**config.mk**
```make
export PLATFORM = sky130hd
export DESIGN_NAME = iq_pair_if
export DESIGN_NICKNAME = d
export VERILOG_FILES = /design/src/rtl/iq_pair_pkg.sv /design/src/rtl/iq_pair_fsm.sv /design/src/rtl/iq_hold_regs.sv /design/src/rtl/iq_out_regs.sv /design/src/rtl/iq_pair_if.sv
export SDC_FILE = /design/constraint.sdc
export NUM_CORES = 1
export LEC_CHECK = 0
export CORE_UTILIZATION = 47
export CTS_CLUSTER_SIZE = 12
export DETAILED_ROUTE_END_ITERATION = 7
export PLACE_DENSITY = 0.75
export SLEW_MARGIN = 10
export SYNTH_ARGS = -nofsm -noshare
export SYNTH_HDL_FRONTEND = slang
export SYNTH_HIERARCHICAL = 1
export SYNTH_SLANG_ARGS = --single-unit
```
**constraint.sdc**
```tcl
create_clock -name clk_i -period 1.4 [get_ports clk_i]
set_clock_uncertainty 0.2 [all_clocks]
set_input_delay 0.21 -clock clk_i [delete_from_list [all_inputs] [get_ports clk_i]]
set_output_delay 0.21 -clock clk_i [all_outputs]
set_load 0.1 [all_outputs]
```
**src/rtl/iq_pair_pkg.sv**
```systemverilog
package iq_pair_pkg;
  typedef enum logic [1:0] {
    ST_IDLE   = 2'd0,
    ST_HALF   = 2'd1,
    ST_COMMIT = 2'd2
  } pair_state_e;
endpackage

```
**src/rtl/iq_pair_fsm.sv**
```systemverilog
module iq_pair_fsm
  import iq_pair_pkg::*;
(
  input  logic clk_i,
  input  logic rst_ni,
  input  logic rs_i,
  input  logic we_i,
  output logic commit_o,
  output logic valid_o
);
  pair_state_e state_q, state_d;
  logic        valid_q;

  always_comb begin
    state_d = state_q;
    if (rs_i) begin
      state_d = ST_IDLE;
    end else if (we_i) begin
      case (state_q)
        ST_HALF: state_d = ST_COMMIT;
        default: state_d = ST_HALF;
      endcase
    end
  end

  assign commit_o = !rs_i && we_i && (state_q == ST_HALF);

  always_ff @(posedge clk_i or negedge rst_ni) begin
    if (!rst_ni) begin
      state_q <= ST_IDLE;
      valid_q <= 1'b0;
    end else begin
      state_q <= state_d;
      valid_q <= commit_o;
    end
  end

  assign valid_o = valid_q;

  p_valid_in_commit_r3: assert property (@(posedge clk_i) disable iff (!rst_ni)
    valid_o |-> (state_q == ST_COMMIT));
  p_idle_hold_r4: assert property (@(posedge clk_i) disable iff (!rst_ni)
    (!rs_i && !we_i) |=> $stable(state_q));
  p_rs_idle_r5: assert property (@(posedge clk_i) disable iff (!rst_ni)
    rs_i |=> (state_q == ST_IDLE && !valid_o));
  p_valid_spacing_r7: assert property (@(posedge clk_i) disable iff (!rst_ni)
    valid_o |=> !valid_o);
endmodule

```
**src/rtl/iq_hold_regs.sv**
```systemverilog
module iq_hold_regs #(
  parameter int DW = 10
) (
  input  logic          clk_i,
  input  logic          rst_ni,
  input  logic          rs_i,
  input  logic          we_i,
  input  logic          sel_i,
  input  logic [DW-1:0] data_i,
  output logic [DW-1:0] i_reg_o,
  output logic [DW-1:0] q_reg_o
);
  localparam int NCH = 2;
  logic [NCH-1:0][DW-1:0] hold_q;

  // channel 0 = I (sel high), channel 1 = Q (sel low)
  for (genvar ch = 0; ch < NCH; ch++) begin : g_ch
    logic hit;
    assign hit = !rs_i && we_i && ((ch == 0) ? sel_i : !sel_i);
    always_ff @(posedge clk_i or negedge rst_ni) begin
      if (!rst_ni)  hold_q[ch] <= '0;
      else if (hit) hold_q[ch] <= data_i;
    end
  end

  assign i_reg_o = hold_q[0];
  assign q_reg_o = hold_q[1];

  p_i_load_r2: assert property (@(posedge clk_i) disable iff (!rst_ni)
    (we_i && sel_i && !rs_i) |=> (i_reg_o == $past(data_i)));
  p_q_load_r2: assert property (@(posedge clk_i) disable iff (!rst_ni)
    (we_i && !sel_i && !rs_i) |=> (q_reg_o == $past(data_i)));
  p_sleep_hold_r5: assert property (@(posedge clk_i) disable iff (!rst_ni)
    rs_i |=> ($stable(i_reg_o) && $stable(q_reg_o)));
endmodule

```
**src/rtl/iq_out_regs.sv**
```systemverilog
module iq_out_regs #(
  parameter int DW = 10
) (
  input  logic          clk_i,
  input  logic          rst_ni,
  input  logic          commit_i,
  input  logic          we_i,
  input  logic          sel_i,
  input  logic [DW-1:0] data_i,
  input  logic [DW-1:0] i_reg_i,
  input  logic [DW-1:0] q_reg_i,
  output logic [DW-1:0] i_o,
  output logic [DW-1:0] q_o
);
  logic [DW-1:0] i_nx, q_nx;

  // completing write is forwarded so the pair holds it at the same edge
  assign i_nx = (we_i && sel_i)  ? data_i : i_reg_i;
  assign q_nx = (we_i && !sel_i) ? data_i : q_reg_i;

  always_ff @(posedge clk_i or negedge rst_ni) begin
    if (!rst_ni) begin
      i_o <= '0;
      q_o <= '0;
    end else if (commit_i) begin
      i_o <= i_nx;
      q_o <= q_nx;
    end
  end

  p_out_stable_r8: assert property (@(posedge clk_i) disable iff (!rst_ni)
    !commit_i |=> ($stable(i_o) && $stable(q_o)));
endmodule

```
**src/rtl/iq_pair_if.sv**
```systemverilog
module iq_pair_if #(
  parameter int DW = 10
) (
  input  logic          clk_i,
  input  logic          rst_ni,
  input  logic          rs_i,
  input  logic          we_i,
  input  logic          sel_i,
  input  logic [DW-1:0] data_i,
  output logic [DW-1:0] i_o,
  output logic [DW-1:0] q_o,
  output logic          valid_o
);
  logic          commit;
  logic [DW-1:0] i_reg, q_reg;

  iq_pair_fsm u_fsm (
    .clk_i    (clk_i),
    .rst_ni   (rst_ni),
    .rs_i     (rs_i),
    .we_i     (we_i),
    .commit_o (commit),
    .valid_o  (valid_o)
  );

  iq_hold_regs #(.DW(DW)) u_hold (
    .clk_i   (clk_i),
    .rst_ni  (rst_ni),
    .rs_i    (rs_i),
    .we_i    (we_i),
    .sel_i   (sel_i),
    .data_i  (data_i),
    .i_reg_o (i_reg),
    .q_reg_o (q_reg)
  );

  iq_out_regs #(.DW(DW)) u_out (
    .clk_i    (clk_i),
    .rst_ni   (rst_ni),
    .commit_i (commit),
    .we_i     (we_i),
    .sel_i    (sel_i),
    .data_i   (data_i),
    .i_reg_i  (i_reg),
    .q_reg_i  (q_reg),
    .i_o      (i_o),
    .q_o      (q_o)
  );

  p_rst_clear_r1: assert property (@(posedge clk_i)
    !rst_ni |-> (i_o == '0 && q_o == '0 && !valid_o));
endmodule

```
### Word level (Yosys, flattened, before mapping)

Cells that the tools add are included.

| storage, ports and cells | value |
|---|---|
| register bits | 43 |
| output and inout bits | 21 |
| logic and storage cells | 21 |

| cells by class | value |
|---|---|
| equality and inequality tests | 1 |
| muxes and demuxes | 5 |
| reduce and logical (&&, ||, !) cells | 9 |

Operators with widths:

| operator | number |
|---|---|
| $mux 10 | 2 |
| $logic_and 1x1->1 | 6 |
| $mux 2 | 3 |
| $eq 2x1->1 const B | 1 |
| $logic_not 1->1 | 2 |
| $reduce_bool 2->1 | 1 |

### Longest topological paths before layout

Gate-level depths: netlist of the first run.

| depth | value |
|---|---|
| depth in word-level cells | 4 |
| depth in mapped cells | 6 |
| gate-level depth less buffers | 4 |

### Modules after synthesis

The synthesis of the first run kept the hierarchy.

Modules (own cells, without submodules):

| module | times used | cells each | area each (µm²) | seq. area each (µm²) |
|---|---|---|---|---|
| iq_out_regs | 1 | 114 | 1,163.6 | 500.5 |
| iq_hold_regs | 1 | 44 | 805.8 | 500.5 |
| iq_pair_fsm | 1 | 9 | 127.6 | 75.1 |

### Worst setup path before layout of the first run

Ideal clock, no wire load.

| path | value |
|---|---|
| path kind | reg-to-reg |
| start point | register u_out/q_o[0] (netlist name) |
| end point | register u_out.q_o[0] |
| library setup time | 0.086 ns |
| arrival time | 1.188 ns |
| required time | 1.114 ns |
| slack | -0.074 ns |
| stages on the path, launching flop included | 3 |
| path buffers | 0 |
| cells stage by stage | dfrtp_1 > inv_1 > o221ai_2 |

RTL lines:

| what | RTL line | source |
|---|---|---|
| to (signal assigned) | iq_out_regs.sv:27 | `q_o <= q_nx;` |
| to (decl) | iq_out_regs.sv:13 | `output logic [DW-1:0] q_o` |

### Worst setup path in the final report of the first run

| path | value |
|---|---|
| start point | register u_fsm.state_q[1] |
| end point | register u_out.q_o[2] |

| between the ends | value |
|---|---|
| cells in the longest elaborated chain, start to end | 2 |

RTL lines:

| what | RTL line | source |
|---|---|---|
| from (decl) | iq_pair_fsm.sv:11 | `pair_state_e state_q, state_d;` |
| from (signal assigned) | iq_pair_fsm.sv:33 | `state_q <= state_d;` |
| $eq 2x1->1 | iq_pair_fsm.sv:26 | `assign commit_o = !rs_i && we_i && (state_q == ST_HALF);` |
| $logic_and 1x1->1 | iq_pair_fsm.sv:26 |  |
| named net commit | iq_pair_if.sv:14 | `logic commit;` |

The timed path passes the listed nets, and every way through them passes these cells.
A chain may end at the register's enable or synchronous reset.

==> qor.yml, run 1 <==
run_status:
  outcome: "finished, violations left"
  violations: "setup timing"
yosys:
  synth_seq_cells: 43
  synth_cell_types: 21
  async_flop_share_pct: 100
  synth_top_area_share_pct: 51.3
  netlist_top_cells_count: "dfrtp_1 (43), inv_1 (11), nor2_1 (11)"
  syn_nets: 182
  synth_edf_count: 0
  yosysWarnings: 6
  synthCells: 167
  synth_most_common_cell: "dfrtp_1"
  synth_area_mm2: 0.00210
  synth_top_cell_by_area: "dfrtp_1"
  synth_area_per_cell_um2: 12.6
  synth.area.top_cells: "dfrtp_1 (51%), mux2_4 (7.2%), o221ai_2 (7.2%), mux2_2 (5.4%), a21bo_1 (4.8%)"
  synth_ff_type: "dfrtp_1"
  yosysSeqAreaShare_pct: 51.3
worst_setup_path:
  rr_worst_depth: 6
  slowest_delay_ns: 0.39
  cpMaxStageDelayCell: "dfrtp_1"
  endpoint_kind: "flop"
  reg2reg_slack_ns: -0.1
  worst_ep_required_time_ns: 1.41
  cp.arrival_ns: 1.51
  critPathLaunchType: "flop"
  path_max_fanout: 9
  crit_chain: "nand3b_4 -> nor2_4 -> buf_6 -> clkbuf_16 -> nand4b_1 -> o221ai_2"
  path_buf_inv: 2
  r2r_end: "u_out/q_o[2]$_DFFE_PN0P_"
  r2r-start: "u_fsm/state_q[1]$_DFFE_PN0P_"
  crit_type: "reg2reg"
  cpLargestDelayFamily: "simple AND/OR/NAND/NOR gates"
drt:
  avgRoutedWirePerCell_um: 18.7
  drcViolationCount: 0
  drtAntennaViolNets: 0
  dr.first_iter.drc_count: 102
  vias: 1515
  viasPerCell: 5.70
  routed_wl_um: 4980
  drt_first_pass_iters: 4
timing:
  max_clock_freq_mhz: 669
  worstMarginPinSlew_ns: 0.398
  finalHoldViolCount: 0
  finalCriticalPeriod_ns: 1.50
  rsz0062_at_grt: "yes"
  slew_headroom_pct: 73.5
  fin_crit_sh_pct: 107
  worst_slack_ns: -0.0950
  drv_slew: 0
  setup_viol: 14
  final.setup.tns_ns: -0.717
finish:
  layout-drive-gt1-share_pct: 44.4
  final_nets: 230
  syn2layout_area_growth_pct: 43.4
  fillerInstances: 256
  multi_input_area_um2: 890
  seq_area_mm2: 0.00109
  num_antenna_cells: 0
grt:
  grt_max_degree: 30
  antenna_found_initial: 0
  grt_pass1_wl_um: 7550
  grt_pass1_vias: 1498
  grt_usage_pct: 22.9
  grt-ovfl-total: 0
floorplan:
  fp-row-count: 23
  start_util_pct: 50.6
  ios: 36
  core_area_mm2: 0.00414
  die-area_mm2: 0.00473
  die_height_um: 68.8
  die_w_um: 68.8
pwr:
  power_density_mw_per_mm2: 1800
  p_sw_mw: 2.40
  p_int_mw: 3.01
  clock_power_share_pct: 14.1
  ir_drop_mv: 0.859
  power_frac_seq_pct: 33.6
  p_comb_share_pct: 52.3
  switching_share_pct: 44.4
  p_leak_nw: 1.33
clocking:
  clkTransAtPathRegs_ns: 0.08
  cts.sinks: 43
  cts_tree: "yes"
  clockBufferDepth: 2
  clockRootBuffer: "clkbuf_8"
  clkLatencyLatePin_ns: 0.30
  htreeDepth: 2
  numCtsBuffers: 5
placement:
  place_hpwl_um: 2980
  gp_congestion: 0.827
  pre_cts_ws_ns: -0.511
  io_buffer_count: 35
job:
  maxCapViolCount: 0
hold_path:
  hp-class: "in2async"
## area by class of cell
cell class              instances  area share, %
inverters                      11           1.37
flip-flops and latches         43           36.2
well taps                      50           2.08
repair buffers                 56           28.0
clock inverters                 1          0.166
multi-input cells              98           29.6
clock buffers                   7           2.54
## through the flow
stage	instances	utilization (%)	hold slack [ns]	area (um2)	power, mW
6_report	266	72.6	0.165	3010	5.41
5_1_grt	266	72.6	0.196	3010	5.61
4_1_cts	262	70.2	0.172	2910	5.40
3_5_place_dp	249	66.7	-0.0483	2760	4.62
3_3_place_gp	249	66.7	-0.0548	2760	4.58
2_1_floorplan	167	-	-0.286	2110	3.54
## per-layer routing
layer	part of all wire, %	wire length, um	global-route usage [%]
met4	2.5	123	11.7
met1	44	2200	27.6
met2	50	2500	37.5
met3	3.2	158	6.09
met5	0	0	0
## flip-flops by register name, summed over array words and instances, names as in the netlist
signal,flops
u_out/q_o,10
u_out/i_o,10
u_hold/i_reg_o,10
u_hold/q_reg_o,10
u_fsm/state_q,2
u_fsm/valid_o,1
## kinds of logic (layout without fill, tap and decap cells)
kind of cell | Yosys count | in the layout | synth area share (%)
muxes | 20 | 20 | 12.5
buffers and inverters | 26 | 75 | 7.40
and+or+nand+nor | 46 | 46 | 12.9
AOI/OAI and AO/OA | 32 | 32 | 15.8
DFF | 43 | 43 | 51.3
## worst max path at each step
| stage | start | cells past startpoint | slack (ns) | end |
|---|---|---|---|---|
| after floorplan | u_fsm/state_q[1]$_DFFE_PN0P_ | 6 | -0.003 | u_out/i_o[3]$_DFFE_PN0P_ |
| after global placement | we_i | 4 | -0.46 | u_hold/q_reg_o[0]$_DFFE_PN0P_ |
| after detailed placement | we_i | 4 | -0.51 | u_hold/q_reg_o[7]$_DFFE_PN0P_ |
| after CTS | u_fsm/state_q[1]$_DFFE_PN0P_ | 6 | -0.05 | u_out/q_o[0]$_DFFE_PN0P_ |
| after global routing | u_fsm/state_q[1]$_DFFE_PN0P_ | 5 | -0.13 | u_out/q_o[8]$_DFFE_PN0P_ |
| final | u_fsm/state_q[1]$_DFFE_PN0P_ | 6 | -0.1 | u_out/q_o[2]$_DFFE_PN0P_ |
## placed cells by master (no fill, tap or decap), types with 10 or more instances in the layout
cell,Yosys,routed
buf_12,0,25
nand4b_1,10,10
o221ai_2,10,10
dfrtp_2,0,11
dfrtp_1,43,32
inv_1,11,11
buf_4,3,10
mux2_2,10,10
nand3_1,10,10
a21bo_1,10,10
a31oi_1,10,10
clkdlybuf4s50_1,0,10
mux2_4,10,10
## worst register-to-register path, stage by stage (launching register included)
cell and delay [ns]:
dfrtp_1 0.39, nand3b_4 0.17, nor2_4 0.12, buf_6 0.15, clkbuf_16 0.15, nand4b_1 0.14
o221ai_2 0.09
## power by group through the flow
| stage | clock network, mW | registers (mW) | logic, mW |
|---|---|---|---|
| after detailed placement | 0 | 1.84 | 2.78 |
| final | 0.761 | 1.82 | 2.83 |
| after CTS | 0.782 | 1.82 | 2.80 |
| after global routing | 0.830 | 1.86 | 2.92 |
| after global placement | 0 | 1.82 | 2.76 |
| after floorplan | 0 | 3.04 | 0.499 |
## repair_timing
item                                    CTS  global route
hold endpoints to repair                 43             0
buffers inserted                          2             1
gates resized for setup                   7             5
hold buffers                              1             0
pin swaps                                 1             2
endpoints found under the setup margin   40            25
gates cloned                              2             3
Power figures use the tool's default switching activity.
==> inputs of run 2 (changes only) <==
--- a/config.mk
+++ b/config.mk
@@ -5,12 +5,13 @@
 export SDC_FILE = /design/constraint.sdc
 export NUM_CORES = 1
 export LEC_CHECK = 0
-export CORE_UTILIZATION = 47
+export CORE_UTILIZATION = 46
 export CTS_CLUSTER_SIZE = 12
 export DETAILED_ROUTE_END_ITERATION = 7
-export PLACE_DENSITY = 0.75
+export PLACE_DENSITY = 0.74
 export SLEW_MARGIN = 10
 export SYNTH_ARGS = -nofsm -noshare
 export SYNTH_HDL_FRONTEND = slang
 export SYNTH_HIERARCHICAL = 1
 export SYNTH_SLANG_ARGS = --single-unit
+export TNS_END_PERCENT = 30
==> run 2 against run 1 <==
The flow still finishes with violations (setup timing). Global-route usage is 0.74 points higher. Setup slack better by 0.032 ns. Sequential cell count did not move. Wire length is 4.2% higher. Utilization decreased by 1.5 points. Largest power group unchanged.
==> qor.yml, run 2 (same netlist as run 1, synthesis figures left out) <==
drt:
  drcViolationCount: 0  # unchanged
  vias: 1573  # +3.8%
  dr_wl_met2_um: 2710  # +8.4%
  highest_layer: "met4"
  drt_first_pass_iters: 4  # unchanged
  dr.first_iter.drc_count: 116  # +14%
  m1WireLength_um: 2100  # -4.3%
  routed_wl_um: 5190  # +4.2%
  viasPerCell: 5.80  # +1.9%
  met3_length_um: 216  # +37%
  drtAntennaViolNets: 0  # unchanged
  avgRoutedWirePerCell_um: 19.2  # +2.3%
worst_setup_path:
  slowest_delay_ns: 0.38  # about the same
  cpMaxStageDelayCell: "dfrtp_1"
  cp.arrival_ns: 1.44  # -0.07 ns
  path_max_fanout: 10  # +1
  cpLargestDelayFamily: "flip-flops"
  crit_chain: "nand3b_4 -> nor2_4 -> buf_4 -> bufbuf_16 -> a31oi_1"
  critPathLaunchType: "flop"
  path_buf_inv: 2  # unchanged
  worst_ep_required_time_ns: 1.38  # -0.03 ns
  endpoint_kind: "flop"
  crit_type: "reg2reg"
floorplan:
  die_w_um: 69.5  # +1.1%
  die_height_um: 69.5  # +1.1%
  fp-row-count: 24  # +4.3%
  die-area_mm2: 0.00483  # +2.1%
  ios: 36  # unchanged
  core_area_mm2: 0.00435  # +5.1%
  start_util_pct: 48.2  # -2.4 points
timing:
  worstMarginPinSlew_ns: 0.232  # -0.165 ns
  worst_slack_ns: -0.0633  # +0.0317 ns
  finalCriticalPeriod_ns: 1.46  # -0.0317 ns
  slew_headroom_pct: 84.5  # +11 points
  drv_slew: 0  # unchanged
  setup_viol: 20  # +6
  fin_crit_sh_pct: 105  # -2.3 points
  finalHoldViolCount: 0  # unchanged
  max_clock_freq_mhz: 683  # +2.2%
  final.setup.tns_ns: -0.838  # -0.120 ns
  rsz0062_at_grt: "yes"
finish:
  fin_util_pct: 71.1  # -1.5 points
  layout-drive-gt1-share_pct: 44.7  # +0.30 points
  layout_commonest_cell: "dfrtp_1"
  fillerInstances: 266  # +3.9%
  syn2layout_area_growth_pct: 47.6
  num_antenna_cells: 0  # unchanged
  layout_common_cells: "dfrtp_1 (37), buf_12 (27), inv_1 (11)"
  final_nets: 233  # +1.3%
  final_area_mm2: 0.00310  # +2.9%
job:
  maxCapViolCount: 0  # unchanged
placement:
  io_buffer_count: 35  # unchanged
  place_hpwl_um: 3060  # +2.6%
  pre_cts_ws_ns: -0.464  # +0.0468 ns
  place_area_mm2: 0.00279  # +0.86%
  gp_congestion: 0.754  # -8.9%
run_status:
  outcome: "finished, violations left"
  violations: "setup timing"
pwr:
  ir_drop_mv: 1.05  # +22%
  power_density_mw_per_mm2: 1840  # +2.0%
  p_leak_nw: 1.39  # +4.6%
clocking:
  numCtsBuffers: 5  # unchanged
  cts.sinks: 43  # unchanged
  clockRootBuffer: "clkbuf_8"
  clockBufferDepth: 2  # unchanged
  cts_tree: "yes"
  htreeDepth: 2  # unchanged
  clkLatencyLatePin_ns: 0.30  # about the same
  clkTransAtPathRegs_ns: 0.08  # about the same
grt:
  grt_pass1_vias: 1682  # +12%
  grt_pass1_wl_um: 8740  # +16%
  grt_usage_pct: 23.6  # +0.74 points
  grt_max_degree: 44  # +47%
  antenna_found_initial: 0  # unchanged
  grt-ovfl-total: 0  # unchanged
hold_path:
  hp-class: "in2async"
run 2: stage by stage:
| stage | hold WS, ns | std cells | total power [mW] |
|---|---|---|---|
| 2_1_floorplan | -0.286 | 167 | 3.53 |
| 3_3_place_gp | -0.00284 | 253 | 4.57 |
| 3_5_place_dp | 0.00354 | 253 | 4.63 |
| 4_1_cts | 0.217 | 271 | 5.68 |
| 5_1_grt | 0.235 | 271 | 5.87 |
| 6_report | 0.208 | 271 | 5.68 |
run 2: final timing paths:
check                                              start                             to  slack [ns]  depth (start not counted)
max                         u_fsm/state_q[1]$_DFFE_PN0P_       u_out/i_o[3]$_DFFE_PN0P_       -0.06                          5
min                                               rst_ni       u_out/i_o[5]$_DFFE_PN0P_        0.21                          3
max reg2reg                 u_fsm/state_q[1]$_DFFE_PN0P_       u_out/i_o[3]$_DFFE_PN0P_       -0.06                          5
min reg2reg                u_hold/i_reg_o[8]$_DFFE_PN0P_  u_hold/i_reg_o[8]$_DFFE_PN0P_        0.31                          1
max in group asynchronous                         rst_ni       u_out/q_o[3]$_DFFE_PN0P_        0.57                          3
min in group clk_i                                  we_i   u_fsm/state_q[0]$_DFFE_PN0P_        0.26                          3
run 2: timing repair:
item,4_1_cts,5_1_grt
resized for setup,9,4
endpoints found under the hold margin,43,0
pin swaps,3,3
hold buffers,1,0
buffers inserted,4,0
endpoints found under the setup margin,40,20
cloned,5,0
run 2: tightest hold or removal path: cells and delay by family:
family | cells | cell delay, ns
buffers and inverters | 3 | 0.88
run 2: per-layer routing:
| layer | vias up | global-route usage, % |
|---|---|---|
| met3 | 12 | 3.92 |
| met1 | 798 | 29.5 |
| li1 | 705 | - |
| met4 | 0 | 12.0 |
| met5 | - | 0 |
| met2 | 58 | 39.4 |
run 2: final cells by class:
| class | count | area, um2 | area share [%] |
|---|---|---|---|
| Clock inverter | 2 | 35.0 | 1.13 |
| Inverter | 11 | 41.3 | 1.33 |
| Timing Repair Buffer | 59 | 900 | 29.1 |
| Clock buffer | 6 | 82.6 | 2.67 |
| Multi-Input combinational cell | 98 | 888 | 28.7 |
| Tap cell | 52 | 65.1 | 2.10 |
| Sequential cell | 43 | 1080 | 35.0 |
run 2: power by group:
part,internal (mW),total (mW),switching [mW]
registers,1.55,1.82,0.277
clock network,0.577,1.02,0.440
logic,1.11,2.84,1.73
==> inputs of run 3 (changes only) <==
--- a/config.mk
+++ b/config.mk
@@ -8,8 +8,8 @@
 export CORE_UTILIZATION = 46
 export CTS_CLUSTER_SIZE = 12
 export DETAILED_ROUTE_END_ITERATION = 7
-export PLACE_DENSITY = 0.74
-export SLEW_MARGIN = 10
+export PLACE_DENSITY = 0.71
+export SKIP_CTS_REPAIR_TIMING = 1
 export SYNTH_ARGS = -nofsm -noshare
 export SYNTH_HDL_FRONTEND = slang
 export SYNTH_HIERARCHICAL = 1
==> constraint.sdc (replaced) <==
create_clock -name clk_i -period 1.7 [get_ports clk_i]
set_clock_uncertainty 0.2 [all_clocks]
set_input_delay 0.255 -clock clk_i [delete_from_list [all_inputs] [get_ports clk_i]]
set_output_delay 0.255 -clock clk_i [all_outputs]
set_load 0.1 [all_outputs]
==> run 3 against run 2 <==
The run now ends clean. Sequential power fell by 19%. Via count fell by 7.5%. Sequential share of layout area rose by 2.6 points. Setup slack improved by 0.15 ns. Combinational power fell by 19%. Hold slack got worse by 0.030 ns. Register-to-register slack improved by 0.28 ns. Sequential cell count did not move. Largest cell class unchanged.
==> qor.yml, run 3 (same netlist as run 1, synthesis figures left out) <==
job:
  maxCapViolCount: 0  # unchanged
hold_path:
  hp-class: "in2async"
clocking:
  cts.sinks: 43  # unchanged
  cts_tree: "yes"
  numCtsBuffers: 5  # unchanged
  clkTransAtPathRegs_ns: 0.09  # about the same
  htreeDepth: 2  # unchanged
  clockBufferDepth: 2  # unchanged
  clkLatencyLatePin_ns: 0.30  # about the same
  clockRootBuffer: "clkbuf_8"
pwr:
  power_density_mw_per_mm2: 1530  # -17%
  p_leak_nw: 1.29  # -7.2%
  ir_drop_mv: 0.563  # -46%
timing:
  drv_slew: 0  # unchanged
  finalCriticalPeriod_ns: 1.62
  worst_slack_ns: 0.0846  # +0.148 ns
  rsz0062_at_grt: "no"
  worstMarginPinSlew_ns: 0.324  # +0.0914 ns
  final.setup.tns_ns: 0  # +0.838 ns
  slew_headroom_pct: 78.4  # -6.0 points
  finalHoldViolCount: 0  # unchanged
  fin_crit_sh_pct: 95.0
  setup_viol: 0  # -100%
  max_clock_freq_mhz: 619
  fin_hold_ws_ns: 0.178  # -0.0299 ns
worst_setup_path:
  path_common_cell: "buf_4"
  critPathLaunchType: "input pin"
  path_max_fanout: 19  # +9
  cp.arrival_ns: 1.62  # +0.18 ns
  endpoint_kind: "flop"
  cpMaxStageDelayCell: "clkdlybuf4s50_1"
  slowest_delay_ns: 0.49  # +0.11 ns
  cpLargestDelayFamily: "buffers and inverters"
  worst_ep_required_time_ns: 1.70  # +0.32 ns
  path_buf_inv: 3  # +1
  rr_worst_depth: 5  # unchanged
  crit_type: "in2reg"
  cp.depth: 7  # +2
  crit_chain: "clkdlybuf4s50_1 -> buf_4 -> nand3b_4 -> nor2_4 -> buf_4 -> nor2_1 -> a31oi_1"
grt:
  grt_pass1_vias: 1435  # -15%
  antenna_found_initial: 0  # unchanged
  grt_pass1_wl_um: 6910  # -21%
  grt-ovfl-total: 0  # unchanged
  grt_max_degree: 33  # -25%
  grt_usage_pct: 18.8  # -4.9 points
finish:
  fillerInstances: 321  # +21%
  multi_input_area_um2: 873  # -1.7%
  seq_area_mm2: 0.00108  # -0.69%
  layout_common_cells: "dfrtp_1 (43), buf_12 (24), clkdlybuf4s50_1 (13), buf_4 (13), inv_1 (11)"
  final_area_mm2: 0.00286  # -7.5%
  final_nets: 226  # -3.0%
  num_antenna_cells: 0  # unchanged
  layout-drive-gt1-share_pct: 38.2  # -6.5 points
  syn2layout_area_growth_pct: 36.5
  layout_commonest_cell: "dfrtp_1"
drt:
  dr.first_iter.drc_count: 93  # -20%
  drt_first_pass_iters: 4  # unchanged
  avgRoutedWirePerCell_um: 15.7  # -18%
  drcViolationCount: 0  # unchanged
  vias: 1455  # -7.5%
  routed_wl_um: 4150  # -20%
  viasPerCell: 5.51  # -5.0%
  drtAntennaViolNets: 0  # unchanged
floorplan:
  die-area_mm2: 0.00483  # unchanged
  die_height_um: 69.5  # unchanged
  start_util_pct: 48.2  # unchanged
  ios: 36  # unchanged
  fp-row-count: 24  # unchanged
  core_area_mm2: 0.00435  # unchanged
  die_w_um: 69.5  # unchanged
placement:
  pre_cts_ws_ns: -0.165  # +0.299 ns
  place_area_mm2: 0.00277  # -0.63%
  io_buffer_count: 35  # unchanged
  place_hpwl_um: 2950  # -3.5%
  gp_congestion: 0.783  # +3.9%
run_status:
  outcome: "complete, no violations"
[run 3: cell count changes in the layout (fill, tap and decap cells not counted), sizes merged]
| cell | delta |
|---|---|
| buf | -6 |
| bufbuf | -1 |
| bufinv | -1 |
| clkbuf | -1 |
| clkdlybuf4s50 | +3 |
| clkinv | +2 |
| dlygate4sd2 | -3 |
[run 3: path summary, 6_finish.rpt]
check,end,slack [ns],startpoint
min in group clk_i,u_hold/i_reg_o[3]$_DFFE_PN0P_,0.31,u_hold/i_reg_o[3]$_DFFE_PN0P_
max in group asynchronous,u_fsm/state_q[0]$_DFFE_PN0P_,0.55,rst_ni
min reg2reg,u_hold/i_reg_o[3]$_DFFE_PN0P_,0.31,u_hold/i_reg_o[3]$_DFFE_PN0P_
max reg2reg,u_out/i_o[1]$_DFFE_PN0P_,0.22,u_fsm/state_q[1]$_DFFE_PN0P_
min,u_out/i_o[9]$_DFFE_PN0P_,0.18,rst_ni
max,u_out/i_o[1]$_DFFE_PN0P_,0.08,we_i
[run 3: metal layers]
layer / GRT usage (%) / wire, um / vias up
met3: 4.51 / 170 / 12
li1: - / - / 689
met5: 0 / 0 / -
met2: 33.2 / 2220 / 37
met4: 8.62 / 113 / 0
met1: 21.2 / 1640 / 717
[run 3: worst reg2reg max path: cells and delay by family (launching register included)]
family,cells,cell delay (ns)
compound gates,1,0.18
buf+inv,1,0.24
flops,1,0.38
simple gates,3,0.39
[run 3: area by class of cell]
class / instances / share of cell area [%]
clock inverters: 3 / 0.524
multi-input cells: 98 / 30.5
repair buffers: 52 / 25.3
inverters: 11 / 1.44
clock buffers: 5 / 2.40
well taps: 52 / 2.27
flip-flops and latches: 43 / 37.6
[run 3: stage by stage]
step	util, %	power (mW)	cells
global route	65.7	4.55	264
finish	65.7	4.38	264
CTS	65.5	4.42	263
detailed placement	63.6	3.79	255
floorplan	-	2.89	167
global placement	63.6	3.75	255
[run 3: where the power goes]
group	internal, mW	leakage [nW]	total [mW]	switching [mW]
Combinational	0.886	0.726	2.29	1.40
Clock	0.281	0.0477	0.619	0.338
Sequential	1.26	0.512	1.47	0.210
Total	2.43	1.29	4.38	1.95
